`config.mk`:
```
export PLATFORM = sky130hd
export DESIGN_NAME = intack_vector_gen
export DESIGN_NICKNAME = d
export VERILOG_FILES = /design/src/rtl/ivg_pkg.sv /design/src/rtl/ivg_pulse_ctr.sv /design/src/rtl/ivg_byte_form.sv /design/src/rtl/ivg_cas_drive.sv /design/src/rtl/intack_vector_gen.sv
export SDC_FILE = /design/constraint.sdc
export NUM_CORES = 1
export LEC_CHECK = 0
export ABC_AREA = 0
export BUFFER_PORTS_ARGS = -buffer_cell sky130_fd_sc_hd__buf_2
export CAP_MARGIN = 20
export CORE_MARGIN = 2
export CORE_UTILIZATION = 46
export DETAILED_ROUTE_END_ITERATION = 7
export PLACE_DENSITY = 0.85
export SLEW_MARGIN = 20
export SYNTH_ARGS = -nofsm -noshare
export SYNTH_HDL_FRONTEND = slang
export SYNTH_SLANG_ARGS = --single-unit
```
`constraint.sdc`:
```
create_clock -name clk -period 4.6 [get_ports clk]
set_clock_uncertainty 0.05 [all_clocks]
set_input_delay 0.92 -clock clk [delete_from_list [all_inputs] [get_ports clk]]
set_output_delay 0.92 -clock clk [all_outputs]
set_load 0.005 [all_outputs]
```
`src/rtl/ivg_pkg.sv`:
```
package ivg_pkg;
    localparam int LVL_W   = 3;
    localparam int N_IN    = 1 << LVL_W;
    localparam int BYTE_W  = 8;
    localparam int CNT_W   = 2;
    localparam logic [BYTE_W-1:0] CALL_OP = 8'hCD;

    typedef struct packed {
        logic [CNT_W-1:0] cnt;
        logic             ack;
        logic [LVL_W-1:0] lvl;
        logic             cas_on;
        logic             eoi;
    } seq_t;
endpackage

```
`src/rtl/ivg_pulse_ctr.sv`:
```
module ivg_pulse_ctr
    import ivg_pkg::*;
(
    input  logic             clk,
    input  logic             rst_n,
    input  logic             init,
    input  logic             ack_n,
    input  logic             two_pulse,
    input  logic             auto_eoi,
    input  logic [LVL_W-1:0] lvl_in,
    output logic [CNT_W-1:0] idx,
    output logic [LVL_W-1:0] lvl_frz,
    output logic             cas_on,
    output logic             eoi
);
    seq_t q, d;
    logic lead, trail;
    logic [CNT_W-1:0] last;

    always_comb begin
        d     = q;
        d.eoi = 1'b0;
        d.ack = ack_n;
        lead  = q.ack & ~ack_n;
        trail = ~q.ack & ack_n;
        last  = two_pulse ? CNT_W'(1) : CNT_W'(2);
        if (init) begin
            d.cnt    = '0;
            d.cas_on = 1'b0;
        end else begin
            if (lead && q.cnt == '0) begin
                d.lvl = lvl_in;
            end
            if (trail) begin
                if (q.cnt >= last) begin
                    d.cnt    = '0;
                    d.cas_on = 1'b0;
                    d.eoi    = auto_eoi;
                end else begin
                    d.cnt = q.cnt + CNT_W'(1);
                    if (q.cnt == '0) begin
                        d.cas_on = 1'b1;
                    end
                end
            end
        end
    end

    always_ff @(posedge clk or negedge rst_n) begin
        if (!rst_n) begin
            q <= '{cnt: '0, ack: 1'b1, lvl: '0, cas_on: 1'b0, eoi: 1'b0};
        end else begin
            q <= d;
        end
    end

    assign idx     = q.cnt;
    assign lvl_frz = q.lvl;
    assign cas_on  = q.cas_on;
    assign eoi     = q.eoi;
endmodule

```
`src/rtl/ivg_byte_form.sv`:
```
module ivg_byte_form
    import ivg_pkg::*;
(
    input  logic              ack_n,
    input  logic [CNT_W-1:0]  idx,
    input  logic              two_pulse,
    input  logic              intv4,
    input  logic              is_master,
    input  logic [N_IN-1:0]   slave_map,
    input  logic [LVL_W-1:0]  own_id,
    input  logic [LVL_W-1:0]  cas_in,
    input  logic [LVL_W-1:0]  lvl,
    input  logic [BYTE_W-1:0] addr_hi,
    input  logic [2:0]        addr_lo,
    input  logic [4:0]        type_hi,
    output logic [BYTE_W-1:0] data,
    output logic              oe
);
    logic [BYTE_W-1:0] vbyte;
    logic addr_mine, own;

    always_comb begin
        vbyte = '0;
        if (two_pulse) begin
            if (idx == CNT_W'(1)) vbyte = {type_hi, lvl};
        end else begin
            case (idx)
                CNT_W'(0): vbyte = CALL_OP;
                CNT_W'(1): vbyte = intv4 ? {addr_lo, lvl, 2'b00}
                                         : {addr_lo[2:1], lvl, 3'b000};
                CNT_W'(2): vbyte = addr_hi;
                default:   vbyte = '0;
            endcase
        end
        addr_mine = is_master ? ~slave_map[lvl] : (cas_in == own_id);
        if (two_pulse) begin
            own = (idx == CNT_W'(1)) && addr_mine;
        end else begin
            own = (idx == '0) ? is_master : addr_mine;
        end
        oe   = ~ack_n & own;
        data = oe ? vbyte : '0;
    end
endmodule

```
`src/rtl/ivg_cas_drive.sv`:
```
module ivg_cas_drive
    import ivg_pkg::*;
(
    input  logic             is_master,
    input  logic             cas_on,
    input  logic [N_IN-1:0]  slave_map,
    input  logic [LVL_W-1:0] lvl,
    output logic [LVL_W-1:0] cas_out
);
    always_comb begin
        cas_out = '0;
        if (is_master && cas_on && slave_map[lvl]) cas_out = lvl;
    end
endmodule

```
`src/rtl/intack_vector_gen.sv`:
```
module intack_vector_gen
    import ivg_pkg::*;
(
    input  logic              clk,
    input  logic              rst_n,
    input  logic              init,
    input  logic              ack_n,
    input  logic [LVL_W-1:0]  lvl_in,
    input  logic              two_pulse,
    input  logic              intv4,
    input  logic [2:0]        addr_lo,
    input  logic [BYTE_W-1:0] addr_hi,
    input  logic [4:0]        type_hi,
    input  logic              is_master,
    input  logic [N_IN-1:0]   slave_map,
    input  logic [LVL_W-1:0]  own_id,
    input  logic [LVL_W-1:0]  cas_in,
    input  logic              auto_eoi,
    output logic [BYTE_W-1:0] data_out,
    output logic              data_oe,
    output logic [LVL_W-1:0]  cas_out,
    output logic              eoi_clr,
    output logic [LVL_W-1:0]  eoi_lvl
);
    logic [CNT_W-1:0] idx;
    logic [LVL_W-1:0] lvl_frz;
    logic             cas_on;

    ivg_pulse_ctr u_ctr (
        .clk(clk), .rst_n(rst_n), .init(init), .ack_n(ack_n),
        .two_pulse(two_pulse), .auto_eoi(auto_eoi), .lvl_in(lvl_in),
        .idx(idx), .lvl_frz(lvl_frz), .cas_on(cas_on), .eoi(eoi_clr)
    );

    ivg_byte_form u_byte (
        .ack_n(ack_n), .idx(idx), .two_pulse(two_pulse), .intv4(intv4),
        .is_master(is_master), .slave_map(slave_map), .own_id(own_id),
        .cas_in(cas_in), .lvl(lvl_frz), .addr_hi(addr_hi), .addr_lo(addr_lo),
        .type_hi(type_hi), .data(data_out), .oe(data_oe)
    );

    ivg_cas_drive u_cas (
        .is_master(is_master), .cas_on(cas_on), .slave_map(slave_map),
        .lvl(lvl_frz), .cas_out(cas_out)
    );

    assign eoi_lvl = lvl_frz;
endmodule

```
Word-level counts from Yosys, hierarchy flattened
Index checks and enable logic that the tools add are counted.
{ "totals": {"inputBits": 41, "word_cells": 48, "register_bits": 8, "out_inout_bits": 16} }
{ "op_classes": {"addsub": 1, "order_cmp": 2, "reduce_logical": 9, "bitwise": 7, "muxes": 21, "eq_ne": 3} }
{ "ops": {"columns": ["cell", "count"], "rows": [
  ["2-to-1 mux 8 bit", 3],
  ["case mux 8 bit (3 select lines)", 1],
  ["2-to-1 mux 2 bit", 5],
  ["2-to-1 mux 1 bit", 9],
  ["2-to-1 mux 6 bit", 1],
  ["logical AND 1 bit", 4],
  ["< comparator 3 x 4 -> 1 bit, second input constant", 1],
  ["NOT 1 bit", 4],
  ["AND reduction 2 bit", 2],
  ["AND 1 bit", 3],
  ["binary-select mux 1 bit (select 3 bit)", 1],
  ["== test 3 bit", 1],
  ["2-to-1 mux 3 bit", 1],
  ["nonzero test 3 bit", 1],
  ["adder 2 x 1 -> 2 bit, second input constant", 1],
  ["== test 2 x 1 -> 1 bit, second input constant", 1],
  ["== test 2 bit, second input constant", 1],
  ["greater-or-equal comparator 2 bit", 1],
  ["zero test 2 bit", 1],
  ["nonzero test 2 bit", 1]
]} }

Depth between registers and ports, before layout
Gate-level depths: netlist of run 1.
{ "logic_depth": {"depth_word": 8, "mapped_depth": 8, "depth_no_buf": 6} }

By module
Synthesis of run 1 repeated with hierarchy kept, for this count alone.
{ "unflattened": {"cells_unflattened": 109, "area_unflattened_um2": 962.2} }
{ "modules_own_cells": {"columns": ["module", "seq_area_each_um2", "cells_per_inst", "area_each_um2", "n_inst"], "rows": [
  ["ivg_pulse_ctr", 201.4, 35, 430.4, 1],
  ["ivg_byte_form", 0.0, 57, 402.9, 1],
  ["ivg_cas_drive", 0.0, 17, 128.9, 1]
]} }

Worst setup path before layout of run 1
OpenSTA, ideal clock, no wires.
{ "synth_path": {"kind": "input-to-output", "start": "input slave_map[5]", "end": "output data_out[0]", "arrival_ns": 1.766, "path_buffers": 0, "required_time_ns": 3.630, "setup_slack_ns": 1.864, "stages": 4, "path_cell_list": "mux2_2 -> nor3b_2 -> nor4_4 -> nor3_1"} }
{ "synth_between": {"elab_chain_cells": 8, "word_cells_on_any_way": 9, "classes_between": "mux: 6; bitwise: 2; reduce/logical: 1"} }
{ "synth_lines": {"columns": ["item", "line_no", "text"], "rows": [
  ["from (decl)", "intack_vector_gen.sv:15", "input logic [N_IN-1:0] slave_map,"],
  ["binary-select mux 1 bit (select 3 bit) *", "ivg_byte_form.sv:35", "addr_mine = is_master ? ~slave_map[lvl] : (cas_in == own_id);"],
  ["2-to-1 mux 1 bit (implied by the code) *", "ivg_byte_form.sv:35", null],
  ["NOT 1 bit *", "ivg_byte_form.sv:35", null],
  ["2-to-1 mux 1 bit *", "ivg_byte_form.sv:35", null],
  ["2-to-1 mux 1 bit / logical AND 1 bit (equally long branches)", "ivg_byte_form.sv:39, ivg_byte_form.sv:37", null],
  ["2-to-1 mux 1 bit *", "ivg_byte_form.sv:36", "if (two_pulse) begin"],
  ["AND 1 bit *", "ivg_byte_form.sv:41", "oe = ~ack_n & own;"],
  ["2-to-1 mux 8 bit *", "ivg_byte_form.sv:42", "data = oe ? vbyte : '0;"],
  ["to (decl)", "intack_vector_gen.sv:19", "output logic [BYTE_W-1:0] data_out,"]
]} }
Every way passes the cells marked *; elsewhere a longest branch is shown, timed or not. The select of a mux whose other input is x is not followed.

Final worst setup path of run 1
{ "layout_path": {"start": "input two_pulse", "end": "output data_out[2]"} }
{ "layout_between": {"elab_chain_cells": 3, "word_cells_on_any_way": 4, "classes_between": "mux: 3; bitwise: 1"} }
{ "layout_lines": {"columns": ["item", "line_no", "text"], "rows": [
  ["from (decl)", "intack_vector_gen.sv:9", "input logic two_pulse,"],
  ["2-to-1 mux 1 bit", "ivg_byte_form.sv:36", null],
  ["AND 1 bit", "ivg_byte_form.sv:41", null],
  ["2-to-1 mux 8 bit *", "ivg_byte_form.sv:42", null]
]} }
Every way passes the cells marked *; elsewhere a longest branch is shown, timed or not.

==> results.md, run 1 <==
- Outcome: completed
- NumNets Final: 201
- Mux cell area share after synthesis: 11.7%
- CP Launch Type: input pin
- Root buffer cell: clkbuf_4
- HP Class: input pin to async pin
- Synthesized area per cell: 9.00 sq um
- Most frequent cell after synthesis: nor3_1
- Crit path arrival time: 2.16 ns
- Clk Latency, worst-skew pair: 0.24 ns
- Setup repair bufs after CTS: 0
- Sink Count: 8
- Final hold violations: 0
- Final HPWL DP: 2000 microns
- Synthesized Nets: 150
- H-tree depth: 1
- Reg2reg end: u_ctr.lvl_frz[1]$_DFFE_PN0P_
- Post-synthesis compound-gate area fraction: 19.6%
- Largest family of logic cells by synthesized area: simple AND/OR/NAND/NOR gates
- XOR/XNOR Fraction of Synth Area: 2.86%
- Max_cap viols: 0
- Worst Path Max Fanout: 10
- Commonest cells in the netlist: nor3_1 (10), a21oi_1 (8), dfrtp_1 (7), ha_1 (7)
- Core area: 0.00192 sq mm
- Antenna Nets Post-Route: 0
- Die H: 48.7 microns
- Fin crit period: 3.13 ns
- CTS clk-pin slew, worst paths: 0.06 ns
- Max VDD drop: 0.000210 V
- Mapped Area: 918 sq um
- # diodes: 0
- Layout cell share with drive strength beyond 1: 48.7%
- Final Cycle Share: 68.0%
- Async S/R FF share, synth: 100%
- Beginning of the worst register-to-register path: u_ctr.idx[0]$_DFFE_PN0P_
- FP Rows: 16
- Initial core utilization: 47.8%
- Multi-input logic area: 647 sq um
- Final Max Tran Viols: 0
- Final GP Congestion: 0.804
- GRT Util Overall: 20.9%
- First-pass GRT wire length: 4050 microns
- Worst-case clock buffer depth: 2
- Number of synthesized flops with an enable pin: 0
- WP data required: 3.63 ns
- Total negative slack: 0 ns
- CP endpoint kind: output pin
- Post-Synthesis Cells: 102
- Cell taking the most area after synthesis: dfrtp_1
- Final number of setup-violating endpoints: 0
- Grt ovf: 0
- P_leak: 0.587 nW
- Routed length per instance: 13.5 microns
- Port Buf Inserts: 56
- Count of cell types in the netlist: 38
- Worst relative slew slack: 65.0%
- Vias in the first global route: 1020
- Reg area: 201 sq um
- Filler cell count: 193
- Ports: 57
- Worst slack, placed: 1.49 ns
- CTS tree: yes
- DIE WIDTH: 48.7 microns
- Synth Area in Adders: 9.54%
- Area of the die: 0.00237 sq mm
- # DRC: 0
- Drt via density: 5.53
- Critical path type: input pin to output pin
- Hold_buf cts: 0
- RSZ-0062 raised after global routing: no
- Synth area leaders: dfrtp_1 (19%), ha_1 (9.5%), mux2_2 (7.4%)
- Via count: 989
- Worst Reg-to-Reg Cells: 4
- Ys Warns: 0
- Post-CTS Resized: 0
- Worst-Margin Slew: 0.517 ns
- Initial antenna violation count: 0
- #FFs+latches synth: 8
- DR pass1 iterations: 4
- Simple-Gate Fraction of Synth Area: 26.7%
- Yosys top cell area share: 19.1%
- Clock buffer count from CTS: 3
- Main flop type after synthesis: dfrtp_1
- Sequential cell area fraction in the yosys report: 21.9%
- Setup ws final: 1.47 ns
- Starting DRT DRC Count: 5
- Maximum clock rate: 0.320 GHz
- Largest net degree at the start of global routing: 12
- R2R setup slack: 2.84 ns
- Area added between synthesis and finish: 30.7%
- Final wirelength: 2420 microns
- Power density over the cells: 216 mW/mm^2
[per-layer routing]
| metal | part of all wire (%) | up-vias | track usage (%) |
|---|---|---|---|
| met5 | 0 | - | 0 |
| li1 | - | 480 | - |
| met4 | 0.54 | 0 | 4.76 |
| met2 | 53 | 42 | 41.6 |
| met3 | 6.0 | 2 | 3.40 |
| met1 | 41 | 465 | 22.7 |
[kinds of logic after synthesis]
logic type	after synthesis
AND/OR/NAND/NOR	37
adder cells (fa/ha/maj)	7
flip-flops	8
XOR/XNOR	3
buffers and inverters	13
AO/OA/AOI/OAI	24
multiplexers	10
[state kept, by name, indices dropped and copies added, names as in the netlist]
signal,count
u_ctr.q,1
u_ctr.eoi,1
u_ctr.idx,2
u_ctr.lvl_frz,3
u_ctr.cas_on,1
[how the worst max path moves through the flow]
| stage | from | endpoint | slack [ns] | cells after the start |
|---|---|---|---|---|
| global placement | two_pulse | data_out[6] | 1.55 | 6 |
| floorplan | slave_map[5] | data_out[0] | 1.86 | 4 |
| CTS | two_pulse | data_out[0] | 1.49 | 6 |
| finish | two_pulse | data_out[2] | 1.47 | 6 |
| detailed placement | two_pulse | data_out[0] | 1.49 | 6 |
| global route | u_ctr.idx[0]$_DFFE_PN0P_ | data_out[0] | 1.36 | 7 |
[stage by stage]
stage | util [%] | cells | hold WS, ns | power [mW] | instance area (sq um)
2_1_floorplan | - | 102 | 0.458 | 0.177 | 918
3_3_place_gp | 61.1 | 175 | 0.501 | 0.202 | 1170
3_5_place_dp | 61.1 | 175 | 0.509 | 0.206 | 1170
4_1_cts | 62.4 | 179 | 0.454 | 0.263 | 1200
5_1_grt | 62.4 | 179 | 0.448 | 0.284 | 1200
6_report | 62.4 | 179 | 0.452 | 0.260 | 1200
[power by group]
group	internal (mW)	total, mW	switching (mW)
Combinational	0.0566	0.104	0.0471
Clock	0.0330	0.0543	0.0213
Sequential	0.0786	0.102	0.0230
[critical path, cell delays in order]
cell,delay [ns]
buf_2,0.18
nand2b_2,0.18
a41oi_1,0.12
a211o_1,0.37
nor3_1,0.23
buf_2,0.14
[placed cells by master (no fill, tap or decap), types with 2 or more instances in the layout]
| cell | count |
|---|---|
| buf_2 | 56 |
| nor3_1 | 10 |
| a21oi_1 | 8 |
| ha_1 | 7 |
| dfrtp_1 | 7 |
| mux2_2 | 6 |
| nand2_1 | 6 |
| a22oi_1 | 5 |
| mux2i_1 | 4 |
| inv_1 | 3 |
| xnor2_1 | 3 |
| nor2_1 | 3 |
| o21ai_0 | 3 |
| clkbuf_4 | 3 |
| nor3b_2 | 2 |
| nor4b_1 | 2 |
| and3_1 | 2 |
| a221o_1 | 2 |
| nand3_1 | 2 |
| nand2b_1 | 2 |
[layout make-up]
class | count | area share [%]
timing repair buffer | 56 | 23.4
tap | 27 | 2.82
multi-input combinational | 81 | 53.9
inverter | 3 | 0.938
sequential | 8 | 16.8
clock buffer | 4 | 2.19
(Power assumes the default switching activity.)
==> inputs of run 2 (changes only) <==
--- a/config.mk
+++ b/config.mk
@@ -9,9 +9,9 @@
 export BUFFER_PORTS_ARGS = -buffer_cell sky130_fd_sc_hd__buf_2
 export CAP_MARGIN = 20
 export CORE_MARGIN = 2
-export CORE_UTILIZATION = 46
+export CORE_UTILIZATION = 42
 export DETAILED_ROUTE_END_ITERATION = 7
-export PLACE_DENSITY = 0.85
+export PLACE_DENSITY = 0.79
 export SLEW_MARGIN = 20
 export SYNTH_ARGS = -nofsm -noshare
 export SYNTH_HDL_FRONTEND = slang
==> constraint.sdc (replaced) <==
create_clock -name clk -period 2.9 [get_ports clk]
set_clock_uncertainty 0.05 [all_clocks]
set_input_delay 0.58 -clock clk [delete_from_list [all_inputs] [get_ports clk]]
set_output_delay 0.58 -clock clk [all_outputs]
set_load 0.005 [all_outputs]
==> run 2 against run 1 <==
Against the previous run: critical path depth grew 1; die area rose by 8.7%; register-to-register slack worse by 1.6 ns; flip-flop and latch count unchanged; via count decreased by 2.4%; critical endpoint is now data_out[0].
==> results.md, run 2 (synthesis results as in run 1) <==
- Outcome: completed
- Final Power: 414 uW
- Critical path type: flop to output pin
- Layout cell share with drive strength beyond 1: 49.3%
- Root buffer cell: clkbuf_4
- # diodes: 0
- Worst Reg-to-Reg Cells: 4
- Port Buf Inserts: 56
- CP Launch Type: flop
- Worst-case clock buffer depth: 2
- CP max stage delay: 0.43 ns
- Max_cap viols: 0
- Routed length per instance: 13.1 microns
- Final Max Tran Viols: 0
- # DRC: 0
- Grt met2 use: 33.1%
- Final wirelength: 2340 microns
- Leading cell type in the layout, fill and taps excluded: buf_2
- Crit path arrival time: 2.07 ns
- CP endpoint kind: output pin
- Slowest stage cell, crit path: dfrtp_1
- Final hold violations: 0
- P_leak: 0.586 nW
- Most Crowded Layer GR: met2
- Die H: 50.8 microns
- Area of the die: 0.00258 sq mm
- Largest net degree at the start of global routing: 12
- Clk Latency, worst-skew pair: 0.25 ns
- Setup ws final: 0.205 ns
- Via count: 965
- CTS tree: yes
- Setup repair bufs after CTS: 0
- Drt via density: 5.39
- GRT Util Overall: 19.1%
- Reg area: 201 sq um
- Total negative slack: 0 ns
- Antenna Nets Post-Route: 0
- NumNets Final: 201
- FP Rows: 16
- RSZ-0062 raised after global routing: no
- Area added between synthesis and finish: 30.9%
- Final number of setup-violating endpoints: 0
- Max FFs per register: 3
- Maximum clock rate: 0.371 GHz
- Sink Count: 8
- Final Cycle Share: 92.9%
- Multi-input logic area: 649 sq um
- CTS clk-pin slew, worst paths: 0.06 ns
- Worst-Margin Slew: 0.494 ns
- GR Util met1: 22.8%
- Fin crit period: 2.70 ns
- Starting DRT DRC Count: 25
- Worst relative slew slack: 66.8%
- M3 GR Usage: 1.79%
- WP data required: 2.27 ns
- Initial antenna violation count: 0
- Max VDD drop: 0.000264 V
- Initial core utilization: 45.4%
- HP Class: input pin to async pin
- Final HPWL DP: 1940 microns
- Filler cell count: 190
- Worst slack, placed: 0.431 ns
- Core area: 0.00202 sq mm
- Ports: 57
- Grt ovf: 0
- Worst-path cell chain: inv_1 > ha_2 > nand2b_2 > a41oi_1 > a211o_1 > nor3_1 > buf_2
- Clock buffer count from CTS: 3
- Most frequent cells in the layout: buf_2 (56), nor3_1 (10), a21oi_1 (8)
- H-tree depth: 1
- Vias in the first global route: 907
- First-pass GRT wire length: 3800 microns
- DR pass1 iterations: 4
- DIE WIDTH: 50.8 microns
- Worst Path Max Fanout: 9
- Final GP Congestion: 0.790
- Power density over the cells: 345 mW/mm^2
## run 2: cell types whose count changed in the layout (fill, tap and decap cells not counted)
cell / change
ha_1: -1
ha_2: +1
## run 2: stage by stage
step,cell area (sq um),utilization (%),std cells,hold slack [ns]
finish,1200,59.5,179,0.108
global placement,1170,58.0,175,0.376
global route,1200,59.5,179,0.105
CTS,1200,59.3,179,0.102
floorplan,918,-,102,0.234
detailed placement,1170,58.0,175,0.380
## run 2: power breakdown
| group | leakage, nW | switching (mW) | internal [mW] |
|---|---|---|---|
| logic | 0.471 | 0.0744 | 0.0900 |
| clock network | 0.0150 | 0.0361 | 0.0525 |
| registers | 0.101 | 0.0367 | 0.125 |
| total | 0.586 | 0.147 | 0.267 |
## run 2: path summary, 6_finish.rpt
kind,startpoint,to,slack [ns]
worst max register to register,u_ctr.idx[0]$_DFFE_PN0P_,u_ctr.lvl_frz[2]$_DFFE_PN0P_,1.23
max in group asynchronous,rst_n,u_ctr.q[5]$_DFF_PN1_,2.45
min in group clk,ack_n,u_ctr.q[5]$_DFF_PN1_,0.43
worst min register to register,u_ctr.cas_on$_DFFE_PN0P_,u_ctr.cas_on$_DFFE_PN0P_,0.50
worst min-delay path,rst_n,u_ctr.cas_on$_DFFE_PN0P_,0.11
worst max-delay path,u_ctr.idx[0]$_DFFE_PN0P_,data_out[0],0.20
## run 2: layer usage
| layer | vias to the layer above | share of wire (%) |
|---|---|---|
| met4 | 0 | 2.1 |
| met2 | 47 | 49 |
| met3 | 6 | 7.6 |
| met1 | 431 | 42 |
| met5 | - | 0 |
| li1 | 481 | - |
## run 2: final cells by class
type                       count  share of cell area (%)
sequential                     8                    16.8
tap                           27                    2.81
inverter                       3                   0.937
timing repair buffer          56                    23.3
multi-input combinational     81                    54.0
clock buffer                   4                    2.19
## run 2: worst max-delay path, delay by kind of cell (launching register included)
family	cells	cell delay [ns]
adders and majority gates	1	0.26
DFF	1	0.43
AOI/OAI and AO/OA	2	0.49
buffers and inverters	2	0.26
and+or+nand+nor	2	0.37
## run 2: repair_timing
item | in CTS | in global routing
hold buffers | 0 | 0
hold endpoints to repair | 0 | 0
resized for setup | 0 | 1
endpoints found under the setup margin | 0 | 1
